<file path="src/rtl/dint_pkg.sv">
package dint_pkg;
  // top-level source bit positions (software decodes these)
  localparam int unsigned NSRC      = 4;
  localparam int unsigned SRC_USER  = 0;
  localparam int unsigned SRC_FW    = 1;
  localparam int unsigned SRC_PIPEA = 2;
  localparam int unsigned SRC_PIPEB = 3;
  localparam int unsigned NPIPE     = 2;

  // pipe status word layout
  localparam int unsigned NSTAT  = 3;
  localparam int unsigned ST_VBS = 0;
  localparam int unsigned ST_VBL = 1;
  localparam int unsigned ST_BLC = 2;
  localparam int unsigned EN_OFS = 8;

  // register word offsets
  localparam int unsigned OFS_PSTAT_A = 0;
  localparam int unsigned OFS_PSTAT_B = 1;
  localparam int unsigned OFS_RAW     = 2;
  localparam int unsigned OFS_MASK    = 3;
  localparam int unsigned OFS_ENABLE  = 4;
  localparam int unsigned OFS_IDENT   = 5;
  localparam int unsigned OFS_STMEM   = 6;
endpackage

</file>
<file path="src/rtl/dint_edge.sv">
module dint_edge (
  input  logic clk,
  input  logic rst_n,
  input  logic lvl,
  output logic pulse
);
  logic prev;

  always_ff @(posedge clk) begin
    if (!rst_n) prev <= 1'b0;
    else        prev <= lvl;
  end

  assign pulse = lvl & ~prev;
endmodule

</file>
<file path="src/rtl/dint_pipe_stat.sv">
module dint_pipe_stat
  import dint_pkg::*;
#(
  parameter bit HAS_BLC = 1'b0
) (
  input  logic             clk,
  input  logic             rst_n,
  input  logic [NSTAT-1:0] ev,
  input  logic             wr_sel,
  input  logic [NSTAT-1:0] wr_clr,
  input  logic [NSTAT-1:0] wr_en,
  output logic [NSTAT-1:0] status,
  output logic [NSTAT-1:0] enable,
  output logic             evt_pulse
);
  localparam logic [NSTAT-1:0] IMPL = HAS_BLC ? 3'b111 : 3'b011;

  logic [NSTAT-1:0] clr;
  logic             or_lvl;

  assign clr = wr_sel ? wr_clr : '0;

  always_ff @(posedge clk) begin
    if (!rst_n) begin
      status <= '0;
      enable <= '0;
    end else begin
      // set wins over a same-cycle clear
      status <= ((status & ~clr) | ev) & IMPL;
      if (wr_sel) enable <= wr_en & IMPL;
    end
  end

  assign or_lvl = |(status & enable);

  dint_edge u_edge (
    .clk   (clk),
    .rst_n (rst_n),
    .lvl   (or_lvl),
    .pulse (evt_pulse)
  );
endmodule

</file>
<file path="src/rtl/dint_ident.sv">
module dint_ident
  import dint_pkg::*;
(
  input  logic            clk,
  input  logic            rst_n,
  input  logic [NSRC-1:0] raw,
  input  logic            mask_wr,
  input  logic            ier_wr,
  input  logic            iir_wr,
  input  logic [NSRC-1:0] wbits,
  output logic [NSRC-1:0] mask,
  output logic [NSRC-1:0] ier,
  output logic [NSRC-1:0] iir,
  output logic            irq
);
  logic [NSRC-1:0] iir_clr;
  logic [NSRC-1:0] iir_set;

  assign iir_clr = iir_wr ? wbits : '0;
  assign iir_set = raw & ~mask;

  always_ff @(posedge clk) begin
    if (!rst_n) begin
      mask <= '1;
      ier  <= '0;
      iir  <= '0;
    end else begin
      if (mask_wr) mask <= wbits;
      if (ier_wr)  ier  <= wbits;
      iir <= (iir & ~iir_clr) | iir_set;
    end
  end

  assign irq = |(iir & ier);
endmodule

</file>
<file path="src/rtl/dint_ctrl.sv">
module dint_ctrl
  import dint_pkg::*;
#(
  parameter int unsigned AW = 4,
  parameter int unsigned DW = 16
) (
  input  logic             clk,
  input  logic             rst_n,
  input  logic             reg_wr,
  input  logic [AW-1:0]    reg_addr,
  input  logic [DW-1:0]    reg_wdata,
  output logic [DW-1:0]    reg_rdata,
  input  logic [NPIPE-1:0] ev_vbl_start,
  input  logic [NPIPE-1:0] ev_vbl,
  input  logic             ev_user,
  input  logic             ev_fw,
  input  logic             ev_blc,
  output logic             irq
);
  logic [NPIPE-1:0][NSTAT-1:0] pst;
  logic [NPIPE-1:0][NSTAT-1:0] pen;
  logic [NPIPE-1:0]            ppulse;
  logic [NSRC-1:0]             raw;
  logic [NSRC-1:0]             mask;
  logic [NSRC-1:0]             ier;
  logic [NSRC-1:0]             iir;
  logic [DW-1:0]               stmem;

  for (genvar g = 0; g < NPIPE; g++) begin : g_pipe
    localparam bit HB = (g == 1);
    logic [NSTAT-1:0] ev;
    logic             sel;
    assign ev[ST_VBS] = ev_vbl_start[g];
    assign ev[ST_VBL] = ev_vbl[g];
    assign ev[ST_BLC] = HB ? ev_blc : 1'b0;
    assign sel = reg_wr && (reg_addr == AW'(OFS_PSTAT_A + g));

    dint_pipe_stat #(.HAS_BLC(HB)) u_pipe (
      .clk       (clk),
      .rst_n     (rst_n),
      .ev        (ev),
      .wr_sel    (sel),
      .wr_clr    (reg_wdata[NSTAT-1:0]),
      .wr_en     (reg_wdata[EN_OFS +: NSTAT]),
      .status    (pst[g]),
      .enable    (pen[g]),
      .evt_pulse (ppulse[g])
    );
  end

  assign raw[SRC_USER]  = ev_user;
  assign raw[SRC_FW]    = ev_fw;
  assign raw[SRC_PIPEA] = ppulse[0];
  assign raw[SRC_PIPEB] = ppulse[1];

  dint_ident u_ident (
    .clk     (clk),
    .rst_n   (rst_n),
    .raw     (raw),
    .mask_wr (reg_wr && (reg_addr == AW'(OFS_MASK))),
    .ier_wr  (reg_wr && (reg_addr == AW'(OFS_ENABLE))),
    .iir_wr  (reg_wr && (reg_addr == AW'(OFS_IDENT))),
    .wbits   (reg_wdata[NSRC-1:0]),
    .mask    (mask),
    .ier     (ier),
    .iir     (iir),
    .irq     (irq)
  );

  always_ff @(posedge clk) begin
    if (!rst_n) stmem <= '1;
    else if (reg_wr && (reg_addr == AW'(OFS_STMEM))) stmem <= reg_wdata;
  end

  always_comb begin
    reg_rdata = '0;
    case (reg_addr)
      AW'(OFS_PSTAT_A): begin
        reg_rdata[NSTAT-1:0]       = pst[0];
        reg_rdata[EN_OFS +: NSTAT] = pen[0];
      end
      AW'(OFS_PSTAT_B): begin
        reg_rdata[NSTAT-1:0]       = pst[1];
        reg_rdata[EN_OFS +: NSTAT] = pen[1];
      end
      AW'(OFS_RAW):    reg_rdata[NSRC-1:0] = raw;
      AW'(OFS_MASK):   reg_rdata[NSRC-1:0] = mask;
      AW'(OFS_ENABLE): reg_rdata[NSRC-1:0] = ier;
      AW'(OFS_IDENT):  reg_rdata[NSRC-1:0] = iir;
      AW'(OFS_STMEM):  reg_rdata = stmem;
      default:         reg_rdata = '0;
    endcase
  end
endmodule

</file>
<file path="config.mk">
export PLATFORM = sky130hd
export DESIGN_NAME = dint_ctrl
export DESIGN_NICKNAME = d
export VERILOG_FILES = /design/src/rtl/dint_pkg.sv /design/src/rtl/dint_edge.sv /design/src/rtl/dint_pipe_stat.sv /design/src/rtl/dint_ident.sv /design/src/rtl/dint_ctrl.sv
export SDC_FILE = /design/constraint.sdc
export NUM_CORES = 1
export LEC_CHECK = 0
export BUFFER_PORTS_ARGS = -buffer_cell sky130_fd_sc_hd__buf_2
export CAP_MARGIN = 10
export CORE_ASPECT_RATIO = 0.6
export CORE_MARGIN = 2
export CORE_UTILIZATION = 36
export DETAILED_ROUTE_END_ITERATION = 8
export GPL_TIMING_DRIVEN = 0
export PLACE_DENSITY = 0.64
export SETUP_SLACK_MARGIN = 0.02
export SLEW_MARGIN = 20
export SYNTH_ARGS = -nofsm -noshare
export SYNTH_HDL_FRONTEND = slang
export SYNTH_SLANG_ARGS = --single-unit
</file>
<file path="constraint.sdc">
create_clock -name clk -period 1.14 [get_ports clk]
set_input_delay 0.114 -clock clk [delete_from_list [all_inputs] [get_ports clk]]
set_output_delay 0.114 -clock clk [all_outputs]
set_load 0.03 [all_outputs]
</file>
Word level (Yosys, flattened, before mapping):

Cells that the tools add are included.

* bits in registers: 40
* bits of input ports: 30
* output and inout port bits: 17
* logic and storage cells: 52

* equal/unequal tests: 6
* multiplexer cells: 8
* bitwise logic cells: 18
* reduce and logical (&&, ||, !) cells: 10

Operators by type and width (number)
* 3-bit one-hot mux with 7 select lines: 1
* 4-bit bitwise AND: 3
* 4-bit by 3-bit equality test with 1-bit output, second input constant: 3
* 3-bit one-hot mux with 3 select lines: 1
* 4-bit by 2-bit equality test with 1-bit output, second input constant: 2
* 4-bit 2-to-1 mux: 2
* 4-bit inverter: 2
* 3-bit bitwise AND: 2
* 1-bit logical AND: 6
* 3-bit OR reduction: 2
* 5-bit 2-to-1 mux: 1
* 1-bit one-hot mux with 5 select lines: 1
* 2-bit bitwise AND: 2
* 4-bit by 1-bit equality test with 1-bit output, second input constant: 1
* 4-bit logical NOT: 1
* 4-bit OR: 1
* 4-bit OR reduction: 1
* 3-bit 2-to-1 mux: 1
* 3-bit inverter: 1
* 3-bit OR: 1
* 1-bit bitwise AND: 2
* 2-bit 2-to-1 mux: 1
* 1-bit inverter: 2
* 2-bit inverter: 1
* 2-bit OR: 1

Longest topological paths before layout:

Gate-level depths: netlist of run 1.

* depth in word-level cells: 6
* mapped depth: 7
* depth with buffers taken out: 4

By module:

A second synthesis of run 1 with hierarchy kept.

* cell total of the unflattened synthesis: 232
* area, all modules: 2112.0 µm²

By module, submodules not included
* dint_ctrl: times used 1, cells an instance 138, area an instance 1141.1 µm², sequential area each 320.3 µm²
* dint_ident: times used 1, cells an instance 46, area an instance 485.5 µm², sequential area each 240.2 µm²
* dint_pipe_stat at g_pipe[1].u_pipe: times used 1, cells an instance 24, area an instance 235.2 µm², sequential area each 120.1 µm²
* dint_pipe_stat at g_pipe[0].u_pipe: times used 1, cells an instance 18, area an instance 170.2 µm², sequential area each 80.1 µm²
* dint_edge: times used 2, cells an instance 3, area an instance 40.0 µm², sequential area each 20.0 µm²

Worst setup path before layout of run 1:

No wires, ideal clock.

* kind: input-to-output
* start point: in reg_addr[1]
* end point: out reg_rdata[8]
* arrival time: 1.376 ns
* data required time: 1.026 ns
* slack: -0.350 ns
* stages: 3
* buffers on the path: 1
* cells stage by stage: clkbuf_1 -> or3_1 -> o21ai_0

* cells in the longest elaborated chain, start to end: 2
* elaborated cells between the ends (all ways): 4
* those cells by class: eq/ne: 2; mux: 1; reduce/logical: 1

Ends and longest elaborated chain
* start: declaration: RTL line dint_ctrl.sv:10 `input logic [AW-1:0] reg_addr,`
* 4-bit by 3-bit equality test with 1-bit output (tied with other cells): RTL line dint_ctrl.sv:77 `case (reg_addr)`
* 3-bit one-hot mux with 3 select lines *: RTL line dint_ctrl.sv:77
* end: declaration: RTL line dint_ctrl.sv:12 `output logic [DW-1:0] reg_rdata,`

Every way passes the cells marked *; elsewhere a longest branch is shown, timed or not.

Worst setup path in the final report of run 1:

* start point: reg g_pipe[1].u_pipe.status[1]
* end point: out reg_rdata[3]

* cells in the longest elaborated chain, start to end: 4

Ends and longest elaborated chain
* start: declaration: RTL line dint_pipe_stat.sv:12 `output logic [NSTAT-1:0] status,`
* start signal: assignment: RTL line dint_pipe_stat.sv:29 `status <= ((status & ~clr) | ev) & IMPL;`
* 3-bit bitwise AND: RTL line dint_pipe_stat.sv:34 `assign or_lvl = |(status & enable);`
* 3-bit OR reduction: RTL line dint_pipe_stat.sv:34
* 1-bit bitwise AND: RTL line dint_edge.sv:14 `assign pulse = lvl & ~prev;`
* 1-bit one-hot mux with 5 select lines: RTL line dint_ctrl.sv:77

No other way between the ends.

==> results of run 1 <==
==> critical path, stage by stage (launching register included) <==
cell      delay [ns]
dfxtp_2         0.34
a222oi_1        0.32
buf_4           0.20
nor2_1          0.05
a211o_2         0.29
buf_6           0.14
==> power groups by stage <==
stage / sequential (mW) / clock [mW] / combinational (mW)
6_report: 1.46 / 1.28 / 0.471
5_1_grt: 1.46 / 1.36 / 0.503
3_5_place_dp: 1.49 / 0 / 0.377
2_1_floorplan: 1.48 / 0 / 0.237
3_3_place_gp: 1.49 / 0 / 0.375
4_1_cts: 1.45 / 1.30 / 0.429
==> cells in the mapped netlist (all sizes together) <==
| library cell | count | area share, % |
|---|---|---|
| nand2 | 53 | 10 |
| a21boi | 8 | 3.1 |
| clkbuf | 8 | 1.6 |
| inv | 6 | 1.2 |
| buf | 8 | 2.8 |
| nor3 | 4 | 1.0 |
| a21oi | 2 | 0.52 |
| nand2b | 2 | 0.65 |
| or3 | 1 | 0.32 |
| a211o | 2 | 0.91 |
| a32o | 1 | 0.52 |
| a32oi | 3 | 1.4 |
| mux2 | 3 | 1.7 |
| nor2b | 14 | 4.9 |
| nand4 | 2 | 0.65 |
| dfxtp | 40 | 41 |
| a31oi | 8 | 2.6 |
| a22oi | 3 | 1.2 |
| o21a | 3 | 1.2 |
| a2bb2oi | 2 | 0.91 |
| o21ai | 8 | 2.1 |
| and3 | 14 | 4.5 |
| a222oi | 1 | 0.52 |
| a311oi | 1 | 0.45 |
| nor2 | 5 | 0.97 |
| nand3 | 22 | 5.7 |
| nor3b | 2 | 0.78 |
| a22o | 1 | 0.45 |
| mux2i | 11 | 5.7 |
==> registers in the layout, summed over array words and instances (netlist names) <==
signal,count
u_ident.iir,4
u_ident.ier,4
stmem,16
u_ident.mask,4
g_pipe.u_pipe.status,5
g_pipe.u_pipe.enable,5
g_pipe.u_pipe.u_edge.prev,2
==> area by class of cell <==
class                      count  area, sq um
tap                           66         82.6
clock inverter                 1         30.0
buffer                        16          128
fill                         494         2420
clock buffer                   7         96.3
multi-input combinational    176         1150
timing repair buffer          57          388
inverter                       6         22.5
sequential                    40          813
==> kinds of logic (layout without fill, tap and decap cells) <==
logic type             count (synthesis)  in the layout  synth area share [%]
multiplexers                          14             14                  7.44
flip-flops                            40             40                  41.4
AND/OR/NAND/NOR                      119            119                  29.8
buffers and inverters                 22             87                  5.57
AO/OA/AOI/OAI                         43             43                  15.7
==> metrics by stage <==
stage	std cells	power (mW)	cell area, sq um	hold slack (ns)
2_1_floorplan	238	1.71	1960	0.215
3_3_place_gp	347	1.86	2260	0.322
3_5_place_dp	347	1.86	2260	0.328
4_1_cts	363	3.18	2570	0.0223
5_1_grt	369	3.32	2710	0.0417
6_report	369	3.21	2710	0.0237
==> timing repair <==
item,in CTS,in global routing
endpoints found under the setup margin,24,34
resized for setup,42,29
pin swaps,9,7
setup buffers,8,6
==> worst max-delay path by stage <==
stage                               start            to  slack, ns  depth (start not counted)
2_1_floorplan  g_pipe[1].u_pipe.enable[1]  reg_rdata[3]      -0.13                          3
6_report       g_pipe[1].u_pipe.status[1]  reg_rdata[3]      -0.60                          5
5_1_grt        g_pipe[1].u_pipe.status[1]  reg_rdata[3]      -0.69                          5
3_3_place_gp   g_pipe[1].u_pipe.enable[1]  reg_rdata[3]      -0.55                          4
4_1_cts        g_pipe[1].u_pipe.status[1]  reg_rdata[3]      -0.57                          5
3_5_place_dp   g_pipe[1].u_pipe.enable[1]  reg_rdata[3]      -0.53                          4
==> layer usage <==
layer	share of wire [%]	track usage (%)	up-vias
met4	0.39	3.52	0
met1	51	29.6	957
met3	8.7	6.91	5
met2	40	27.6	76
met5	0	0	-
li1	-	-	964
==> metrics.cfg, run 1 <==
[grt]
antenna_found_initial=0
grt_overflow_total=0
grt_pass1_wl_mm=9.09
grt_usage_pct=19.8
grt_pass1_vias=1752
grt_max_degree=13

[timing]
slew_viol_final=0
min_period_over_period_pct=152
finalHoldViolations=0
max_freq_mhz=575
setup_ws_ns=-0.598
finalSetupViolCount=9
tightest_slew_ns=0.524
finalClockSkew_ns=0.00767
setup_tns_ns=-2.36
fin_crit_ns=1.74
slew_headroom_pct=65.0
rsz0062_at_grt=true

[final_layout]
area_growth_pct=40.0
final_common_cell=nand2_1
diodes=0
drive_gt1_share_pct=38.0
utilization_pct=52.8
layout.nets=332
final_cell_mix=nand2_1 (51), buf_2 (33), dfxtp_1 (30)

[placed_design]
gp_congestion=0.880
io_buffer_count=43
hpwl_mm=4.29
place_ws_ns=-0.534

[hold_path]
min_to=stmem[12]
holdCritStartpoint=reg_wdata[12]
min-delay-path-class=in -> reg
whs_path_depth=3

[die]
dieArea_sq_um=5990
core_sq_um=5130
start_util_pct=37.7
die_y_microns=60.8
rows=20
die_w_microns=98.6
io_pins=47

[yosys]
yosysWarningCount=0
synthesis.area_sq_um=1930
syn_inst=238
syn_area_per_cell_sq_um=8.12
ys_ff_latch=40
synth.distinct_cells=33
synth.net_count=268
ys_seq_area_share_pct=41.4

[clock_network]
cts_buffers=5
clockBufferDepth=2
h-tree-depth=2
clock_sinks=40
clk_pin_slew_ns=0.08
clk_latency_ns=0.29
cts_tree=built
cts_root_buf=clkbuf_8
postCtsHoldBufs=0

[power_and_ir_drop]
p_int_mw=2.41
p_per_area_nw_per_um2=1190
switching_power_mw=0.801
p_leak_nw=1.28
comb_power_share_pct=14.7
p_clk_share_pct=40.0
seqPwrFrac_pct=45.4
sw_frac_of_total_pct=24.9
ir_drop_v=0.000605

[run_status]
failed_checks=negative setup slack
status=complete, but fails checks

[detailed_routing]
vias=2002
wl_per_cell_microns=16.2
drtIter0Drc=157
drc=0
routed_wirelength_mm=5.96
viasPerCell=5.43
drt-pass1-iter-count=5
ant_nets=0

[critical_path]
path_max_fanout=2
end_kind=primary output
r2r_end=u_ident.iir[3]
arrival_ns=1.62
rrSetupSlack_ns=-0.13
ff2ff_path_depth=6
worstPathRequired_ns=1.03
critPathKind=reg -> out
r2r_start=g_pipe[1].u_pipe.status[1]
startpoint_type=flip-flop

[flow_run]
drv_cap=0

(Power assumes the default switching activity.)
==> inputs of run 2 (changes only) <==
- BUFFER_PORTS_ARGS: -buffer_cell sky130_fd_sc_hd__buf_2 -> not set
- DONT_BUFFER_PORTS: not set -> 1
- PLACE_DENSITY: 0.64 -> 0.56
==> metrics.cfg, run 2 (synthesis results as in run 1) <==
[run_status]
status=complete, but fails checks
failed_checks=negative hold slack, negative setup slack

[clock_network]
clk_pin_slew_ns=0.08  ; about the same
clock_sinks=40  ; unchanged
clockBufferDepth=2  ; unchanged
h-tree-depth=2  ; unchanged
clk_latency_ns=0.30  ; about the same
cts_buffers=5  ; unchanged
cts_tree=built
cts_root_buf=clkbuf_8

[power_and_ir_drop]
switching_power_mw=0.783  ; -2.2%
seqPwrFrac_pct=50.4  ; +5.0 points
comb_power_share_pct=14.9  ; +0.2 points
p_int_mw=2.10  ; -13%
ir_drop_v=0.000456  ; -25%
p_clk_share_pct=34.7  ; -5.3 points
p_per_area_nw_per_um2=1100  ; -7.2%
p_leak_nw=1.11  ; -13%
sw_frac_of_total_pct=27.1  ; +2.2 points

[final_layout]
fin_cells=340  ; -7.9%
layout.nets=303  ; -8.7%
final_cell_mix=nand2_1 (51), dfxtp_1 (27), dlygate4sd3_1 (21)
area_growth_pct=35.6
final_common_cell=nand2_1
fillers=486  ; -1.6%
largest_reg_flops=16  ; unchanged
largest_register=stmem
diodes=0  ; unchanged
drive_gt1_share_pct=28.1  ; -9.9 points
largest_registers=stmem (16), g_pipe.u_pipe.enable (5), g_pipe.u_pipe.status (5)

[detailed_routing]
drtIter0Drc=116  ; -26%
drt-pass1-iter-count=4  ; -1
wl_per_cell_microns=18.2  ; +13%
drc=0  ; unchanged
vias=1859  ; -7.1%
viasPerCell=5.47  ; +0.78%
ant_nets=0  ; unchanged
routed_wirelength_mm=6.19  ; +3.9%

[timing]
max_freq_mhz=588  ; +2.2%
min_period_over_period_pct=149  ; -3.4 points
slew_headroom_pct=65.9  ; +0.86 points
finalClockSkew_ns=0.00625  ; -0.00142 ns
slew_viol_final=0  ; unchanged
rsz0062_at_grt=true
tightest_slew_ns=0.512  ; -0.0129 ns
setup_ws_ns=-0.560  ; +0.0382 ns
fin_crit_ns=1.70  ; -0.0382 ns
hold_ws_ns=-0.00345  ; -0.0271 ns
finalSetupViolCount=7  ; -2
finalHoldViolations=1  ; +1
setup_tns_ns=-1.77  ; +0.595 ns

[grt]
grt_pass1_wl_mm=9.40  ; +3.4%
grt_overflow_total=0  ; unchanged
grt_usage_pct=21.0  ; +1.2 points
grt_max_degree=12  ; -1
antenna_found_initial=0  ; unchanged
grt_pass1_vias=1701  ; -2.9%

[critical_path]
arrival_ns=1.59  ; -0.03 ns
critPathMaxStageDelay_ns=0.37  ; +0.03 ns
critPathKind=reg -> out
crit_chain=a222oi_1 > buf_4 > nor2_1 > a211o_4
crit_slowest_cell=a211o_4
crit_buf_inv=1  ; -1
end_kind=primary output
path_delay_family=compound AO/OA/AOI/OAI gates
worstPathRequired_ns=1.03  ; about the same
startpoint_type=flip-flop
path_max_fanout=2  ; unchanged

[die]
rows=20  ; unchanged
die_w_microns=98.6  ; unchanged
io_pins=47  ; unchanged
start_util_pct=37.7  ; unchanged
die_y_microns=60.8  ; unchanged
dieArea_sq_um=5990  ; unchanged
core_sq_um=5130  ; unchanged

[placed_design]
gp_congestion=0.854  ; -3.0%
place_inst=304  ; -12%
io_buffer_count=0  ; -100%
hpwl_mm=4.23  ; -1.4%

[flow_run]
drv_cap=0  ; unchanged

[hold_path]
min-delay-path-class=in -> reg

-- run 2: cell count changes in the layout (fill, tap and decap cells not counted), moves of 3 or more --
cell           before  now
buf_2              33    6
dlygate4sd3_1       0   21
buf_6              14    4
and3_1             14    5
and3_2              0    9
buf_4              15    7
dfxtp_4             0    4
clkbuf_4            4    1
dfxtp_1            30   27
o21ai_2             3    0
o21ai_4             0    3
-- run 2: power by group through the flow --
stage | clock, mW | sequential, mW | combinational [mW]
detailed placement | 0 | 1.49 | 0.293
CTS | 1.01 | 1.46 | 0.403
global placement | 0 | 1.49 | 0.292
floorplan | 0 | 1.48 | 0.237
finish | 1.00 | 1.45 | 0.430
global route | 1.08 | 1.46 | 0.461
-- run 2: final timing paths --
kind                                    from              to  slack [ns]  depth (start not counted)
setup reg to reg  g_pipe[1].u_pipe.status[1]  u_ident.iir[3]       -0.19                          7
hold reg to reg                     stmem[7]        stmem[7]        0.46                          2
hold / removal                  reg_wdata[0]  u_ident.ier[0]      -0.003                          2
setup / recovery  g_pipe[1].u_pipe.status[1]    reg_rdata[3]       -0.56                          4
-- run 2: final cells by class --
class,count,area [sq um],share of cell area (%)
sequential,40,827,31.6
multi-input combinational,176,1230,47.1
inverter,6,22.5,0.859
timing repair buffer,28,270,10.3
buffer,16,95.1,3.63
clock buffer,8,90.1,3.44
tap,66,82.6,3.15
-- run 2: stage by stage --
stage / total power [mW] / instance area, sq um / worst slack (ns) / util (%)
2_1_floorplan: 1.71 / 1960 / -0.134 / -
3_3_place_gp: 1.78 / 2050 / -0.461 / 39.9
3_5_place_dp: 1.78 / 2050 / -0.433 / 39.9
4_1_cts: 2.87 / 2520 / -0.515 / 49.2
5_1_grt: 3.00 / 2620 / -0.595 / 51.1
6_report: 2.89 / 2620 / -0.560 / 51.1
-- run 2: repair_timing --
action                                 4_1_cts  5_1_grt
hold buffers                                21        0
gates cloned                                 0        0
endpoints found under the hold margin       33        0
resized for setup                           46       24
setup endpoints to repair                   20       31
buffers inserted                             5        2
pin swaps                                   11        5
-- run 2: routing by layer --
layer | GRT usage (%) | share of wire, %
met1 | 31.6 | 49
met2 | 28.6 | 40
met3 | 7.95 | 10
met4 | 3.52 | 0.48
met5 | 0 | 0
==> inputs of run 3 (changes only) <==
- RECOVER_POWER: not set -> 100
==> metrics.cfg, run 3 (synthesis results as in run 1) <==
[clock_network]
clk_pin_slew_ns=0.08  ; about the same
clock_sinks=40  ; unchanged
cts_tree=built
clk_latency_ns=0.30  ; about the same
h-tree-depth=2  ; unchanged
clockBufferDepth=2  ; unchanged
cts_root_buf=clkbuf_8
cts_buffers=5  ; unchanged

[grt]
grt_pass1_vias=1701  ; unchanged
grt_max_degree=12  ; unchanged
grt_usage_pct=21.0  ; unchanged
antenna_found_initial=0  ; unchanged
grt_pass1_wl_mm=9.40  ; unchanged
grt_overflow_total=0  ; unchanged

[placed_design]
place_ws_ns=-0.433  ; unchanged
hpwl_mm=4.23  ; unchanged
place_area_sq_um=2050  ; unchanged
gp_congestion=0.854  ; unchanged
io_buffer_count=0  ; unchanged

[critical_path]
end_kind=primary output
critPathKind=reg -> out
startpoint_type=flip-flop
crit_chain=a222oi_1 > buf_4 > nor2_1 > a211o_4
path_max_fanout=2  ; unchanged
crit_slowest_cell=a222oi_1
worstPathRequired_ns=1.03  ; about the same
arrival_ns=1.63  ; +0.04 ns
critPathMaxStageDelay_ns=0.37  ; about the same

[timing]
tightest_slew_ns=0.540  ; +0.0282 ns
slew_headroom_pct=64.0  ; -1.9 points
slew_viol_final=0  ; unchanged
fin_crit_ns=1.75  ; +0.0473 ns
max_freq_mhz=572  ; -2.7%
finalSetupViolCount=30  ; +23
min_period_over_period_pct=153  ; +4.2 points
rsz0062_at_grt=true
finalClockSkew_ns=0.00683  ; +0.000586 ns
finalHoldViolations=1  ; unchanged
hold_ws_ns=-0.00322  ; +0.000230 ns
setup_ws_ns=-0.607  ; -0.0473 ns

[detailed_routing]
viasPerCell=5.51  ; +0.81%
drc=0  ; unchanged
drt-pass1-iter-count=4  ; unchanged
vias=1874  ; +0.81%
drtIter0Drc=121  ; +4.3%
routed_wirelength_mm=6.22  ; +0.44%
ant_nets=0  ; unchanged
wl_per_cell_microns=18.3  ; +0.44%

[die]
die_y_microns=60.8  ; unchanged
core_sq_um=5130  ; unchanged
rows=20  ; unchanged
io_pins=47  ; unchanged
dieArea_sq_um=5990  ; unchanged
start_util_pct=37.7  ; unchanged
die_w_microns=98.6  ; unchanged

[power_and_ir_drop]
p_int_mw=2.10  ; -0.23%
comb_power_share_pct=14.7  ; -0.2 points
switching_power_mw=0.780  ; -0.40%
sw_frac_of_total_pct=27.1  ; -0.033 points
p_per_area_nw_per_um2=1110  ; +0.68%
p_leak_nw=1.10  ; -0.75%
seqPwrFrac_pct=50.5  ; about the same
ir_drop_v=0.000457  ; +0.18%
p_clk_share_pct=34.8  ; about the same

[final_layout]
layout.nets=303  ; unchanged
largest_reg_flops=16  ; unchanged
final_common_cell=nand2_1
final_area_sq_um=2600  ; -0.95%
utilization_pct=50.6  ; -0.49 points
fillers=492  ; +1.2%
final_cell_mix=nand2_1 (51), dfxtp_1 (27), dlygate4sd3_1 (21)
diodes=0  ; unchanged
drive_gt1_share_pct=27.0  ; -1.1 points
largest_register=stmem
largest_registers=stmem (16), g_pipe.u_pipe.enable (5), g_pipe.u_pipe.status (5)
area_growth_pct=34.3

[flow_run]
drv_cap=0  ; unchanged

[hold_path]
min-delay-path-class=in -> reg

[run_status]
failed_checks=negative hold slack, negative setup slack
status=complete, but fails checks

run 3: cell types whose count changed in the layout (fill, tap and decap cells not counted):
cell / previous run / this run
a22oi_1: 0 / 1
a22oi_2: 3 / 2
buf_6: 4 / 2
clkbuf_2: 1 / 2
clkbuf_4: 1 / 2
nor2_1: 2 / 3
nor2_2: 3 / 2
nor2b_1: 12 / 13
nor2b_4: 1 / 0
run 3: worst paths after layout:
| check | startpoint | slack, ns | cells after the start | to |
|---|---|---|---|---|
| worst min-delay path | reg_wdata[0] | -0.003 | 2 | u_ident.ier[0] |
| worst max-delay path | g_pipe[1].u_pipe.status[1] | -0.61 | 4 | reg_rdata[3] |
| worst min register to register | stmem[7] | 0.46 | 2 | stmem[7] |
| worst max register to register | g_pipe[1].u_pipe.status[1] | -0.24 | 7 | u_ident.iir[3] |
run 3: stage by stage:
step	setup TNS [ns]	total power, mW	hold WS (ns)	std cells
floorplan	-0.414	1.71	0.215	238
CTS	-1.65	2.87	0.00672	338
global placement	-9.67	1.78	0.218	304
finish	-3.22	2.88	-0.00322	340
detailed placement	-8.54	1.78	0.221	304
global route	-6.96	2.99	0.0221	340
run 3: area by class of cell:
cell class              count  area, sq um  area share [%]
plain buffers              16         85.1            3.28
inverters                   6         22.5           0.867
flip-flops and latches     40          827            31.9
clock buffers               8         90.1            3.47
well taps                  66         82.6            3.18
repair buffers             28          270            10.4
multi-input cells         176         1220            46.9
run 3: layer usage:
layer,up-vias,wire [microns],track usage (%)
li1,904,-,-
met4,0,48,3.52
met3,8,526,7.95
met2,70,2470,28.6
met5,-,0,0
met1,892,3170,31.6
run 3: worst max-delay path: cells and delay by family, from the launching register on:
family | cells | cell delay, ns
compound gates | 2 | 0.74
buf+inv | 1 | 0.20
flops | 1 | 0.34
simple gates | 1 | 0.05
run 3: power groups by stage:
| stage | Combinational, mW | Clock, mW | Sequential [mW] |
|---|---|---|---|
| 2_1_floorplan | 0.237 | 0 | 1.48 |
| 3_3_place_gp | 0.292 | 0 | 1.49 |
| 3_5_place_dp | 0.293 | 0 | 1.49 |
| 4_1_cts | 0.403 | 1.01 | 1.46 |
| 5_1_grt | 0.454 | 1.08 | 1.46 |
| 6_report | 0.425 | 1.00 | 1.45 |
run 3: timing repair:
action / in CTS / in global routing
hold buffers: 21 / 0
resized for setup: 46 / 24
endpoints found under the setup margin: 20 / 31
pin swaps: 11 / 5
setup buffers: 5 / 2
endpoints found under the hold margin: 33 / 0
